==> config.mk <==
export PLATFORM = sky130hd
export DESIGN_NAME = dbg_evpin_ctrl
export DESIGN_NICKNAME = d
export VERILOG_FILES = /design/src/rtl/evpin_pkg.sv /design/src/rtl/evpin_cfg_reg.sv /design/src/rtl/evpin_sync.sv /design/src/rtl/evpin_mailbox.sv /design/src/rtl/evpin_event_map.sv /design/src/rtl/dbg_evpin_ctrl.sv
export SDC_FILE = /design/constraint.sdc
export NUM_CORES = 1
export LEC_CHECK = 0
export ABC_AREA = 1
export BUFFER_PORTS_ARGS = -buffer_cell sky130_fd_sc_hd__buf_4
export CAP_MARGIN = 40
export CORE_UTILIZATION = 52
export DETAILED_ROUTE_END_ITERATION = 10
export PLACE_DENSITY = 0.89
export SLEW_MARGIN = 20
export SYNTH_ARGS = -nofsm -noshare
export SYNTH_HDL_FRONTEND = slang
export SYNTH_SLANG_ARGS = --single-unit
==> constraint.sdc <==
create_clock -name clk -period 1.3 [get_ports clk]
set_input_delay 0.13 -clock clk [delete_from_list [all_inputs] [get_ports clk]]
set_output_delay 0.13 -clock clk [all_outputs]
set_load 0.02 [all_outputs]
==> src/rtl/evpin_pkg.sv <==
package evpin_pkg;

  typedef enum logic [1:0] {
    PM_CHAN = 2'b00,
    PM_EXC  = 2'b01,
    PM_OUT  = 2'b10,
    PM_DBG  = 2'b11
  } pin_mode_e;

  function automatic logic mode_is_input(input logic [1:0] m);
    return m != PM_OUT;
  endfunction

endpackage

==> src/rtl/evpin_cfg_reg.sv <==
module evpin_cfg_reg #(
  parameter int unsigned REG_W = 16,
  parameter int unsigned NPIN  = 7,
  parameter int unsigned FLD_W = 2
) (
  input  logic                        clk,
  input  logic                        rst,
  input  logic                        wr_en,
  input  logic [REG_W-1:0]            wdata,
  output logic [REG_W-1:0]            rdata,
  output logic [NPIN-1:0][FLD_W-1:0]  mode_o
);
  localparam int unsigned STORE_W = NPIN * FLD_W;
  localparam int unsigned RSV_W   = REG_W - STORE_W;

  logic [STORE_W-1:0] store_q;

  always_ff @(posedge clk) begin
    if (rst) begin
      store_q <= '1;
    end else if (wr_en) begin
      store_q <= wdata[REG_W-1:RSV_W];
    end
  end

  generate
    if (RSV_W > 0) begin : g_rsv
      logic unused_rsv;
      assign unused_rsv = ^wdata[RSV_W-1:0];
      assign rdata = {store_q, {RSV_W{1'b0}}};
    end else begin : g_norsv
      assign rdata = store_q;
    end
  endgenerate

  assign mode_o = store_q;

endmodule

==> src/rtl/evpin_sync.sv <==
module evpin_sync #(
  parameter int unsigned NPIN   = 7,
  parameter int unsigned STAGES = 2
) (
  input  logic            clk,
  input  logic            rst,
  input  logic [NPIN-1:0] pin_i,
  output logic [NPIN-1:0] level_o,
  output logic [NPIN-1:0] rise_o
);
  generate
    for (genvar k = 0; k < NPIN; k++) begin : g_pin
      logic [STAGES-1:0] chain_q;
      logic              prev_q;
      always_ff @(posedge clk) begin
        if (rst) begin
          chain_q <= '0;
          prev_q  <= 1'b0;
        end else begin
          chain_q <= {chain_q[STAGES-2:0], pin_i[k]};
          prev_q  <= chain_q[STAGES-1];
        end
      end
      assign level_o[k] = chain_q[STAGES-1];
      assign rise_o[k]  = chain_q[STAGES-1] & ~prev_q;
    end
  endgenerate

endmodule

==> src/rtl/evpin_mailbox.sv <==
module evpin_mailbox (
  input  logic clk,
  input  logic rst,
  input  logic set_i,
  input  logic clr_i,
  output logic full_o
);
  always_ff @(posedge clk) begin
    if (rst) begin
      full_o <= 1'b0;
    end else if (set_i) begin
      full_o <= 1'b1;
    end else if (clr_i) begin
      full_o <= 1'b0;
    end
  end
endmodule

==> src/rtl/evpin_event_map.sv <==
module evpin_event_map
  import evpin_pkg::*;
#(
  parameter int unsigned NPIN        = 7,
  parameter int unsigned FLD_W       = 2,
  parameter int unsigned TRC_ON_MASK = 'b0000100,
  parameter int unsigned TRC_OFF_MASK= 'b0001000,
  parameter int unsigned CNT_MASK    = 'b1000100
) (
  input  logic                       clk,
  input  logic                       rst,
  input  logic [NPIN-1:0][FLD_W-1:0] mode_i,
  input  logic [NPIN-1:0]            level_i,
  input  logic [NPIN-1:0]            rise_i,
  output logic [NPIN-1:0]            chan_en_o,
  output logic [NPIN-1:0]            oe_o,
  output logic                       cnt_en_o,
  output logic                       dbg_o,
  output logic                       exc_o,
  output logic                       ton_o,
  output logic                       toff_o
);
  logic [NPIN-1:0] chan_d, oe_d;
  logic            cnt_d, dbg_d, exc_d, ton_d, toff_d;

  always_comb begin
    chan_d = '0;
    oe_d   = '0;
    cnt_d  = 1'b0;
    dbg_d  = 1'b0;
    exc_d  = 1'b0;
    ton_d  = 1'b0;
    toff_d = 1'b0;
    for (int k = 0; k < NPIN; k++) begin
      if (mode_is_input(mode_i[k])) begin
        chan_d[k] = (mode_i[k] == PM_CHAN) && level_i[k];
        dbg_d  = dbg_d  | ((mode_i[k] == PM_DBG) && rise_i[k]);
        exc_d  = exc_d  | ((mode_i[k] == PM_EXC) && rise_i[k]);
        ton_d  = ton_d  | (TRC_ON_MASK[k]  && rise_i[k]);
        toff_d = toff_d | (TRC_OFF_MASK[k] && rise_i[k]);
        cnt_d  = cnt_d  | (CNT_MASK[k]     && level_i[k]);
      end else begin
        oe_d[k] = 1'b1;
      end
    end
  end

  always_ff @(posedge clk) begin
    if (rst) begin
      chan_en_o <= '0;
      oe_o      <= '0;
      cnt_en_o  <= 1'b0;
      dbg_o     <= 1'b0;
      exc_o     <= 1'b0;
      ton_o     <= 1'b0;
      toff_o    <= 1'b0;
    end else begin
      chan_en_o <= chan_d;
      oe_o      <= oe_d;
      cnt_en_o  <= cnt_d;
      dbg_o     <= dbg_d;
      exc_o     <= exc_d;
      ton_o     <= ton_d;
      toff_o    <= toff_d;
    end
  end

endmodule

==> src/rtl/dbg_evpin_ctrl.sv <==
module dbg_evpin_ctrl #(
  parameter int unsigned NUM_PINS     = 6,
  parameter int unsigned FLD_W        = 2,
  parameter int unsigned REG_W        = 16,
  parameter int unsigned SYNC_STAGES  = 2,
  parameter int unsigned MBX_PIN      = 4,
  parameter int unsigned TRC_ON_MASK  = 'b0000100,
  parameter int unsigned TRC_OFF_MASK = 'b0001000,
  parameter int unsigned CNT_MASK     = 'b1000100
) (
  input  logic                  clk,
  input  logic                  rst,
  input  logic                  reg_wr_en,
  input  logic [REG_W-1:0]      reg_wdata,
  output logic [REG_W-1:0]      reg_rdata,
  input  logic [NUM_PINS:0]     pin_in,
  output logic [NUM_PINS:0]     pin_out,
  output logic [NUM_PINS:0]     pin_oe,
  input  logic                  mbx_core_wr,
  input  logic                  mbx_host_rd_done,
  output logic [NUM_PINS-1:0]   addr_ch_en,
  output logic                  data_ch_en,
  output logic                  evcnt_en,
  output logic                  dbg_enter_pls,
  output logic                  dbg_exc_pls,
  output logic                  trc_on_pls,
  output logic                  trc_off_pls
);
  localparam int unsigned NPIN = NUM_PINS + 1;

  logic [NPIN-1:0][FLD_W-1:0] mode;
  logic [NPIN-1:0]            level, rise, chan_en;
  logic                       mbx_full;

  evpin_cfg_reg #(.REG_W(REG_W), .NPIN(NPIN), .FLD_W(FLD_W)) u_cfg (
    .clk(clk), .rst(rst), .wr_en(reg_wr_en), .wdata(reg_wdata),
    .rdata(reg_rdata), .mode_o(mode)
  );

  evpin_sync #(.NPIN(NPIN), .STAGES(SYNC_STAGES)) u_sync (
    .clk(clk), .rst(rst), .pin_i(pin_in), .level_o(level), .rise_o(rise)
  );

  evpin_mailbox u_mbx (
    .clk(clk), .rst(rst), .set_i(mbx_core_wr), .clr_i(mbx_host_rd_done),
    .full_o(mbx_full)
  );

  evpin_event_map #(
    .NPIN(NPIN), .FLD_W(FLD_W), .TRC_ON_MASK(TRC_ON_MASK),
    .TRC_OFF_MASK(TRC_OFF_MASK), .CNT_MASK(CNT_MASK)
  ) u_map (
    .clk(clk), .rst(rst), .mode_i(mode), .level_i(level), .rise_i(rise),
    .chan_en_o(chan_en), .oe_o(pin_oe), .cnt_en_o(evcnt_en),
    .dbg_o(dbg_enter_pls), .exc_o(dbg_exc_pls),
    .ton_o(trc_on_pls), .toff_o(trc_off_pls)
  );

  assign addr_ch_en = chan_en[NUM_PINS-1:0];
  assign data_ch_en = chan_en[NUM_PINS];

  generate
    for (genvar k = 0; k < NPIN; k++) begin : g_drv
      if (k == MBX_PIN) begin : g_mbx
        assign pin_out[k] = pin_oe[k] & mbx_full;
      end else begin : g_zero
        assign pin_out[k] = 1'b0;
      end
    end
  endgenerate

endmodule

==> flow_results.org, run 1 <==
** Logic synthesis
- Combinational family with the most area after synthesis :: simple AND/OR/NAND/NOR gates
- Fraction of the mapped netlist area in compound gates :: 5.574%
- Fraction of the mapped netlist area in adder cells :: 0%
- Most common flop cell mapped by yosys :: sky130_fd_sc_hd__dfxtp_1
- Total of warnings raised by yosys :: 0
- Portion of synthesized cell area occupied by the leading cell type :: 57.03%
- Simple-gate portion of the synthesized area :: 23.59%
- Summing the sequential cell areas from Yosys gives 57.03% of the chip area.
- Measured against the total synthesized area, the mux share comes to 0%.
- The synthesized design contains 0 enable-type register cells.
- Post-synthesis share of cell area spent on xor and xnor gates :: 0%
- A synthesized cell averages 8.146 um2.
- Netlist area before placement :: 1931 um2
- Synthesized netlist cell count :: 237
- The synthesized design contains 55 register bits.
- Dominant cell type by area after synthesis :: sky130_fd_sc_hd__dfxtp_1
- By area the synthesized netlist is led by sky130_fd_sc_hd__dfxtp_1, sky130_fd_sc_hd__nor2_1, sky130_fd_sc_hd__nand2_1.
- Share of flip-flops with an asynchronous set or reset after synthesis :: 0%
- Counting distinct cell types in the post-synthesis netlist gives 20.

** Worst setup path
- Critical path peak fanout :: 6
- Broken down by cell family, the worst path's largest delay share belongs to flip-flops.
- The critical path goes through buf_4.
- The largest single stage delay on the critical path is 440 ps.
- Required arrival time at the worst endpoint :: 1170 ps
- The setup path with the least slack is of type flop to output pin.
- Endpoint class of the critical path :: output pin
- Type of element launching the critical path :: flop
- Critical path buffer and inverter count :: 1
- CP max stage cell :: sky130_fd_sc_hd__dfxtp_1
- Arrival time of the worst setup path :: 930 ps

** STA
- Fmax achieved :: 939.3 MHz
- Setup violations remaining at the end of the flow were counted as 0.
- Worst clock skew :: 3.389 ps
- For the final routed database, the setup TNS stands at 0 ps.
- Tmin final :: 1065 ps
- Post-route fraction of the period consumed by the critical path :: 81.90%
- Setup repair after global routing left no endpoint under its margin.
- The number of max-slew violations in the final report is 0.
- Crit path setup slack, layout :: 235.4 ps
- Number of hold violations in the final report :: 0

** Drt
- For this block, the routed nets add up to 3667 um of wire.
- Before antenna repair, the detailed router went through 4 iterations.
- Detailed routing inserted a total of 1,597 vias.
- In the routed design, unresolved DRC markers number 0.
- Average vias per placed instance :: 4.656
- Routed Antenna Nets :: 0
- DRC marker count from the first detailed-route iteration :: 86
- Dividing the detail-routed wire length by the instance count gives 10.69 um.

** CTS
- Buffer type at the clock tree root :: sky130_fd_sc_hd__clkbuf_8
- The H-tree was split into 2 levels.
- The clock reaches the later pin of the worst-skew pair after 310 ps.
- In this run the post-CTS setup repair buffer count came out at 0.
- Clock edge transition at the registers on the reported setup and hold paths :: 90 ps
- Clock sink count :: 55
- TritonCTS built the clock tree.
- CTS resizes :: 0
- Total clock buffers created by CTS :: 5
- Longest Clk Path Bufs :: 2
- CTS hold repair buffers :: 0

** Flow run
- Max-Cap Viols :: 0

** Outcome
- Run status :: finished, final reports clean

** Place
- GP Congestion :: 0.7886
- Input/output buffers :: 59
- Final HPWL from detailed placement :: 2683 um
- Timing analysis after detailed placement gives a worst setup slack of 245.1 ps.

** Global route
- Overflow left after global routing :: 0
- The initial antenna violation count came to 0.
- The via count of the first global-routing pass came to 1,403.
- Total track usage :: 19.95%
- Maximum number of pins on one net before global-route repair :: 35
- The first global-routing pass estimated 5968 um of wire.

** Floorplanning
- Measured along the x axis, the die boundary spans 62.93 um.
- The initial utilization of the core area, before any placement, comes to 56.09%.
- The total area inside the core boundary comes to 3442 um2.
- The floorplan step set the die height to 62.93 um.
- Overall die area :: 3960 um2
- Std cell rows :: 21
- 70 I/O pins were placed.

** Cells and area
- Number of diodes added for antenna fixing :: 0
- Leaving out fill and tap cells, the most frequent cell in the layout is sky130_fd_sc_hd__buf_4.
- Net count of the finished layout :: 324
- Share of final-layout standard cells stronger than drive strength 1 :: 26.26%
- P&R area growth vs syn :: 27.93%
- The library cells used most frequently in the layout, excluding fill and tap cells, are sky130_fd_sc_hd__buf_4, sky130_fd_sc_hd__dfxtp_1, sky130_fd_sc_hd__nor2_1.

** Min path
- Worst hold path class :: input pin to flop

** Power
- Max rail drop VDD :: 1.012 mV
- Cell Pwr Density :: 1354 nW/um2
- Total leakage power :: 1.256 nW
==> state kept, by name, summed over array words and instances (netlist names) <==
register	cells
u_map.chan_en_o	7
u_map.cnt_en_o	1
u_sync.g_pin.prev_q	7
u_map.ton_o	1
u_map.oe_o	7
u_map.exc_o	1
u_mbx.full_o	1
u_sync.g_pin.chain_q	14
u_map.toff_o	1
u_cfg.mode_o	14
u_map.dbg_o	1
==> final cells by class <==
class,count,area (um2)
timing repair buffer,60,450.4
inverter,40,150.1
clock inverter,2,35.03
sequential,55,1101
multi-input combinational,134,593.1
fill,280,972.2
clock buffer,6,82.58
tap,46,57.56
==> worst register-to-register path, stage by stage (launching register included) <==
cell                      delay, ps
sky130_fd_sc_hd__dfxtp_1        440
sky130_fd_sc_hd__nor2_1          80
sky130_fd_sc_hd__nand2_1         80
sky130_fd_sc_hd__nand2_1         60
sky130_fd_sc_hd__nor2_1         130
sky130_fd_sc_hd__a21oi_2         60
==> synth_stat cells, types with 3 or more instances <==
master,count
sky130_fd_sc_hd__nand4_1,4
sky130_fd_sc_hd__a21oi_1,9
sky130_fd_sc_hd__dfxtp_1,55
sky130_fd_sc_hd__nand3_1,6
sky130_fd_sc_hd__buf_2,3
sky130_fd_sc_hd__nor3_1,3
sky130_fd_sc_hd__inv_2,4
sky130_fd_sc_hd__nor2_1,43
sky130_fd_sc_hd__nor4_1,5
sky130_fd_sc_hd__buf_4,10
sky130_fd_sc_hd__o21ai_0,8
sky130_fd_sc_hd__inv_1,36
sky130_fd_sc_hd__nand2_1,41
==> per-stage QoR <==
| step | total power [W] | area [um2] | hold WS [ps] | utilization (%) | cells |
|---|---|---|---|---|---|
| 2_1_floorplan | 0.002096 | 1957 | 237.0 | - | 244 |
| 3_3_place_gp | 0.002229 | 2352 | 327.5 | 68.34 | 335 |
| 3_5_place_dp | 0.002242 | 2352 | 337.1 | 68.34 | 335 |
| 4_1_cts | 0.003355 | 2470 | 20.45 | 71.76 | 343 |
| 5_1_grt | 0.003491 | 2470 | 12.00 | 71.76 | 343 |
| 6_report | 0.003345 | 2470 | 16.17 | 71.76 | 343 |
==> power by group <==
| group | switching, W | internal (W) | total, W |
|---|---|---|---|
| logic | 0.000222 | 0.000161 | 0.000383 |
| clock network | 0.000521 | 0.000623 | 0.00114 |
| registers | 0.0000574 | 0.00176 | 0.00182 |
| total | 0.000800 | 0.00254 | 0.00335 |
==> cell families (layout without fill, tap and decap cells) <==
family                 count (synthesis)  in the layout
other                                  1              8
buffers and inverters                 55            108
AO/OA/AOI/OAI                         20             20
flip-flops                            55             55
AND/OR/NAND/NOR                      106            106
==> per-layer routing <==
| layer | global-route usage [%] | share of wire [%] | routed length [um] | vias to the layer above |
|---|---|---|---|---|
| li1 | - | - | - | 822 |
| met1 | 21.08 | 40 | 1480 | 709 |
| met2 | 35.08 | 51 | 1869 | 55 |
| met3 | 5.839 | 6.3 | 230 | 11 |
| met4 | 11.05 | 2.3 | 86 | 0 |
| met5 | 0 | 0 | 0 | - |
==> final timing paths <==
check                                           startpoint                          to  slack (ps)  cells past startpoint
worst min-delay path                             pin_in[5]  u_sync.g_pin[5].chain_q[0]          20                      3
worst max register to register            u_cfg.mode_o[13]                 u_map.exc_o         340                      5
worst max-delay path                       u_cfg.mode_o[7]                reg_rdata[9]         240                      1
worst min register to register  u_sync.g_pin[4].chain_q[0]  u_sync.g_pin[4].chain_q[1]         400                      2
Note: power is estimated with default switching activity, not from simulation.
==> run 2: changes to the inputs <==
CORE_UTILIZATION = 48   (was 52)
PLACE_DENSITY = 0.84   (was 0.89)
clock period = 1 ns   (was 1.3 ns; I/O delays follow)
==> flow_results.org, run 2 (synthesis gave the netlist of run 1 again) <==
** Global route
- The sum of overflow across all layers after global routing is 0 (unchanged).
- The initial antenna violation count was 0 (unchanged).
- The via count of the first global-routing pass came to 1,470 (+4.8%).
- The largest net degree at the start of global routing came to 24 (-31%).
- The overall track demand over capacity in global routing is 20.74% (+0.79 points).
- The wire length of the first global-routing pass came to 6541 um (+9.6%).

** Worst setup path
- Endpoint class of the critical path :: output pin
- The worst register-to-register path begins at u_sync.g_pin[3].chain_q[1].
- Critical path peak fanout :: 6 (unchanged)
- The largest stage delay on the critical path is 400 ps (-40 ps).
- The data required time at the worst endpoint was 900 ps (-270 ps).
- Grouping stages by cell kind, the critical path spends the most delay in flip-flops.
- The combined buffer and inverter count along the critical path came to 1 (unchanged).
- Walking the worst path, the cells encountered are buf_4.
- CP max stage cell :: sky130_fd_sc_hd__dfxtp_2
- Type of element launching the critical path :: flop
- Arrival time of the worst setup path :: 870 ps (-60 ps)
- By startpoint and endpoint, the worst setup path is classified as flop to output pin.
- In this run the worst setup path begins at u_cfg.mode_o[7].

** Floorplanning
- Std cell rows :: 22 (+4.8%)
- Die X :: 65.42 um (+4.0%)
- The die outline area came to 4280 um2 (+8.1%).
- I/O Pins :: 70 (unchanged)
- The initial core utilization is 51.19% (-4.9 points).
- The core area is 3771 um2 (+9.6%).
- Height of the die :: 65.42 um (+4.0%)

** Min path
- Worst hold path class :: input pin to flop
- The worst hold path begins at reg_wdata[7].

** Place
- Post-placement worst setup slack :: 71.21 ps (-173.9 ps)
- The final weighted congestion in routability-driven placement came to 0.7542 (-4.4%).
- Input/output buffers :: 59 (unchanged)
- Final HPWL from detailed placement :: 2810 um (+4.7%)

** Cells and area
- P&R area growth vs syn :: 36.49%
- Most common library cell in the layout ignoring fill and taps :: sky130_fd_sc_hd__buf_4
- The total number of nets in the final design was 339 (+4.6%).
- The number of antenna cells inserted is 0 (unchanged).
- The ratio of cells with drive above 1 in the final layout came to 30.45% (+4.2 points).
- Fill cells :: 301 (+7.5%)
- Leaving out fill and tap cells, the most frequent cells in the layout are sky130_fd_sc_hd__buf_4, sky130_fd_sc_hd__nor2_1, sky130_fd_sc_hd__nand2_1, sky130_fd_sc_hd__dfxtp_1, sky130_fd_sc_hd__inv_1.

** Outcome
- The flow ran to the end, and the final reports show no timing, DRC or antenna violations.

** Power
- Cell Pwr Density :: 1606 nW/um2 (+19%)
- The largest voltage drop on the vdd net is 1.152 mV (+14%).
- The static leakage power came to 1.316 nW (+4.8%).

** Drt
- The post-detailed-route via-to-cell ratio is 4.567 (-1.9%).
- The post-detailed-route count of antenna-violating nets is 0 (unchanged).
- The wire length per cell after detailed routing was 11.35 um (+6.1%).
- Detailed Route WL :: 4085 um (+11%)
- DRC marker count from the first detailed-route iteration :: 89 (+3.5%)
- The via count of the routed design was 1,644 (+2.9%).
- Total iterations of the first detailed-routing run :: 4 (unchanged)
- The number of remaining DRC errors came to 0 (unchanged).

** CTS
- The clock latency at the later pin of the worst-skew pair is 310 ps (about the same).
- The level count of the clock H-tree is 2 (unchanged).
- The tree is rooted in a sky130_fd_sc_hd__clkbuf_8.
- Longest Clk Path Bufs :: 2 (unchanged)
- The total number of clock tree sinks was 55 (unchanged).
- The clock edge transition at the registers on the reported setup and hold paths is 90 ps (about the same).
- TritonCTS built the clock tree.
- Total clock buffers created by CTS :: 5 (unchanged)

** STA
- Fmax achieved :: 1030 MHz
- Minimum hold slack :: 4.123 ps (-12.05 ps)
- Number of hold violations in the final report :: 0 (unchanged)
- Crit path setup slack, layout :: 29.52 ps (-205.8 ps)
- Count of final setup violators :: 0 (unchanged)
- Final-report max-slew violation count :: 0 (unchanged)
- RSZ-0062 raised after global routing :: yes
- Post-route fraction of the period consumed by the critical path :: 97.05%
- The clock period could shrink to 970.5 ps.
- Worst clock skew :: 2.667 ps (-0.7229 ps)

** Flow run
- The number of max-cap violations was 0 (unchanged).
## run 2: cell count changes in the layout (fill, tap and decap cells not counted)
| cell | delta |
|---|---|
| sky130_fd_sc_hd__dfxtp_1 | -14 |
| sky130_fd_sc_hd__buf_6 | +2 |
| sky130_fd_sc_hd__clkinv_2 | -1 |
| sky130_fd_sc_hd__dlygate4sd3_1 | +11 |
| sky130_fd_sc_hd__bufinv_16 | -1 |
| sky130_fd_sc_hd__buf_4 | +1 |
| sky130_fd_sc_hd__clkbuf_8 | +1 |
| sky130_fd_sc_hd__dfxtp_2 | +13 |
| sky130_fd_sc_hd__dfxtp_4 | +1 |
| sky130_fd_sc_hd__clkbuf_1 | +1 |
| sky130_fd_sc_hd__buf_12 | +1 |
## run 2: timing repair
action,in CTS,in global routing
gates cloned,0,0
hold buffers,11,0
setup endpoints to repair,8,8
gates resized for setup,9,8
hold endpoints to repair,11,0
buffers inserted,1,0
## run 2: through the flow
step                      std cells  utilization [%]  area [um2]  TNS [ps]  total power [W]
after global placement          341            63.57        2397         0         0.002922
final                           360            69.87        2635         0         0.004232
after floorplan                 244                -        1957         0         0.002725
after CTS                       361            69.71        2629         0         0.004263
after global routing            360            69.87        2635   -0.3755         0.004407
after detailed placement        341            63.57        2397         0         0.002937
## run 2: area by class of cell
class                   instances  area, um2  area share (%)
inverters                      40      150.1           5.698
repair buffers                 75      610.6           23.17
clock buffers                   8      100.1           3.799
multi-input cells             134      593.1           22.51
well taps                      48      60.06           2.279
flip-flops and latches         55       1121           42.55
## run 2: metal layers
metal / share of wire (%) / up-vias / wire length [um] / global-route usage, %
li1: - / 855 / - / -
met1: 40 / 734 / 1651 / 22.23
met2: 53 / 50 / 2150 / 38.02
met3: 5.6 / 5 / 227 / 6.771
met4: 1.3 / 0 / 55 / 6.522
met5: 0 / - / 0 / 0
## run 2: worst paths after layout
| check | endpoint | slack, ps | cells past startpoint |
|---|---|---|---|
| max reg2reg | u_map.exc_o | 70 | 6 |
| min reg2reg | u_sync.g_pin[2].chain_q[1] | 410 | 2 |
| min | u_cfg.mode_o[5] | 4 | 3 |
| max | reg_rdata[9] | 30 | 1 |
## run 2: power breakdown
part / switching, W / internal [W]
clock network: 0.000668 / 0.000633
logic: 0.000306 / 0.000257
registers: 0.0000730 / 0.00230
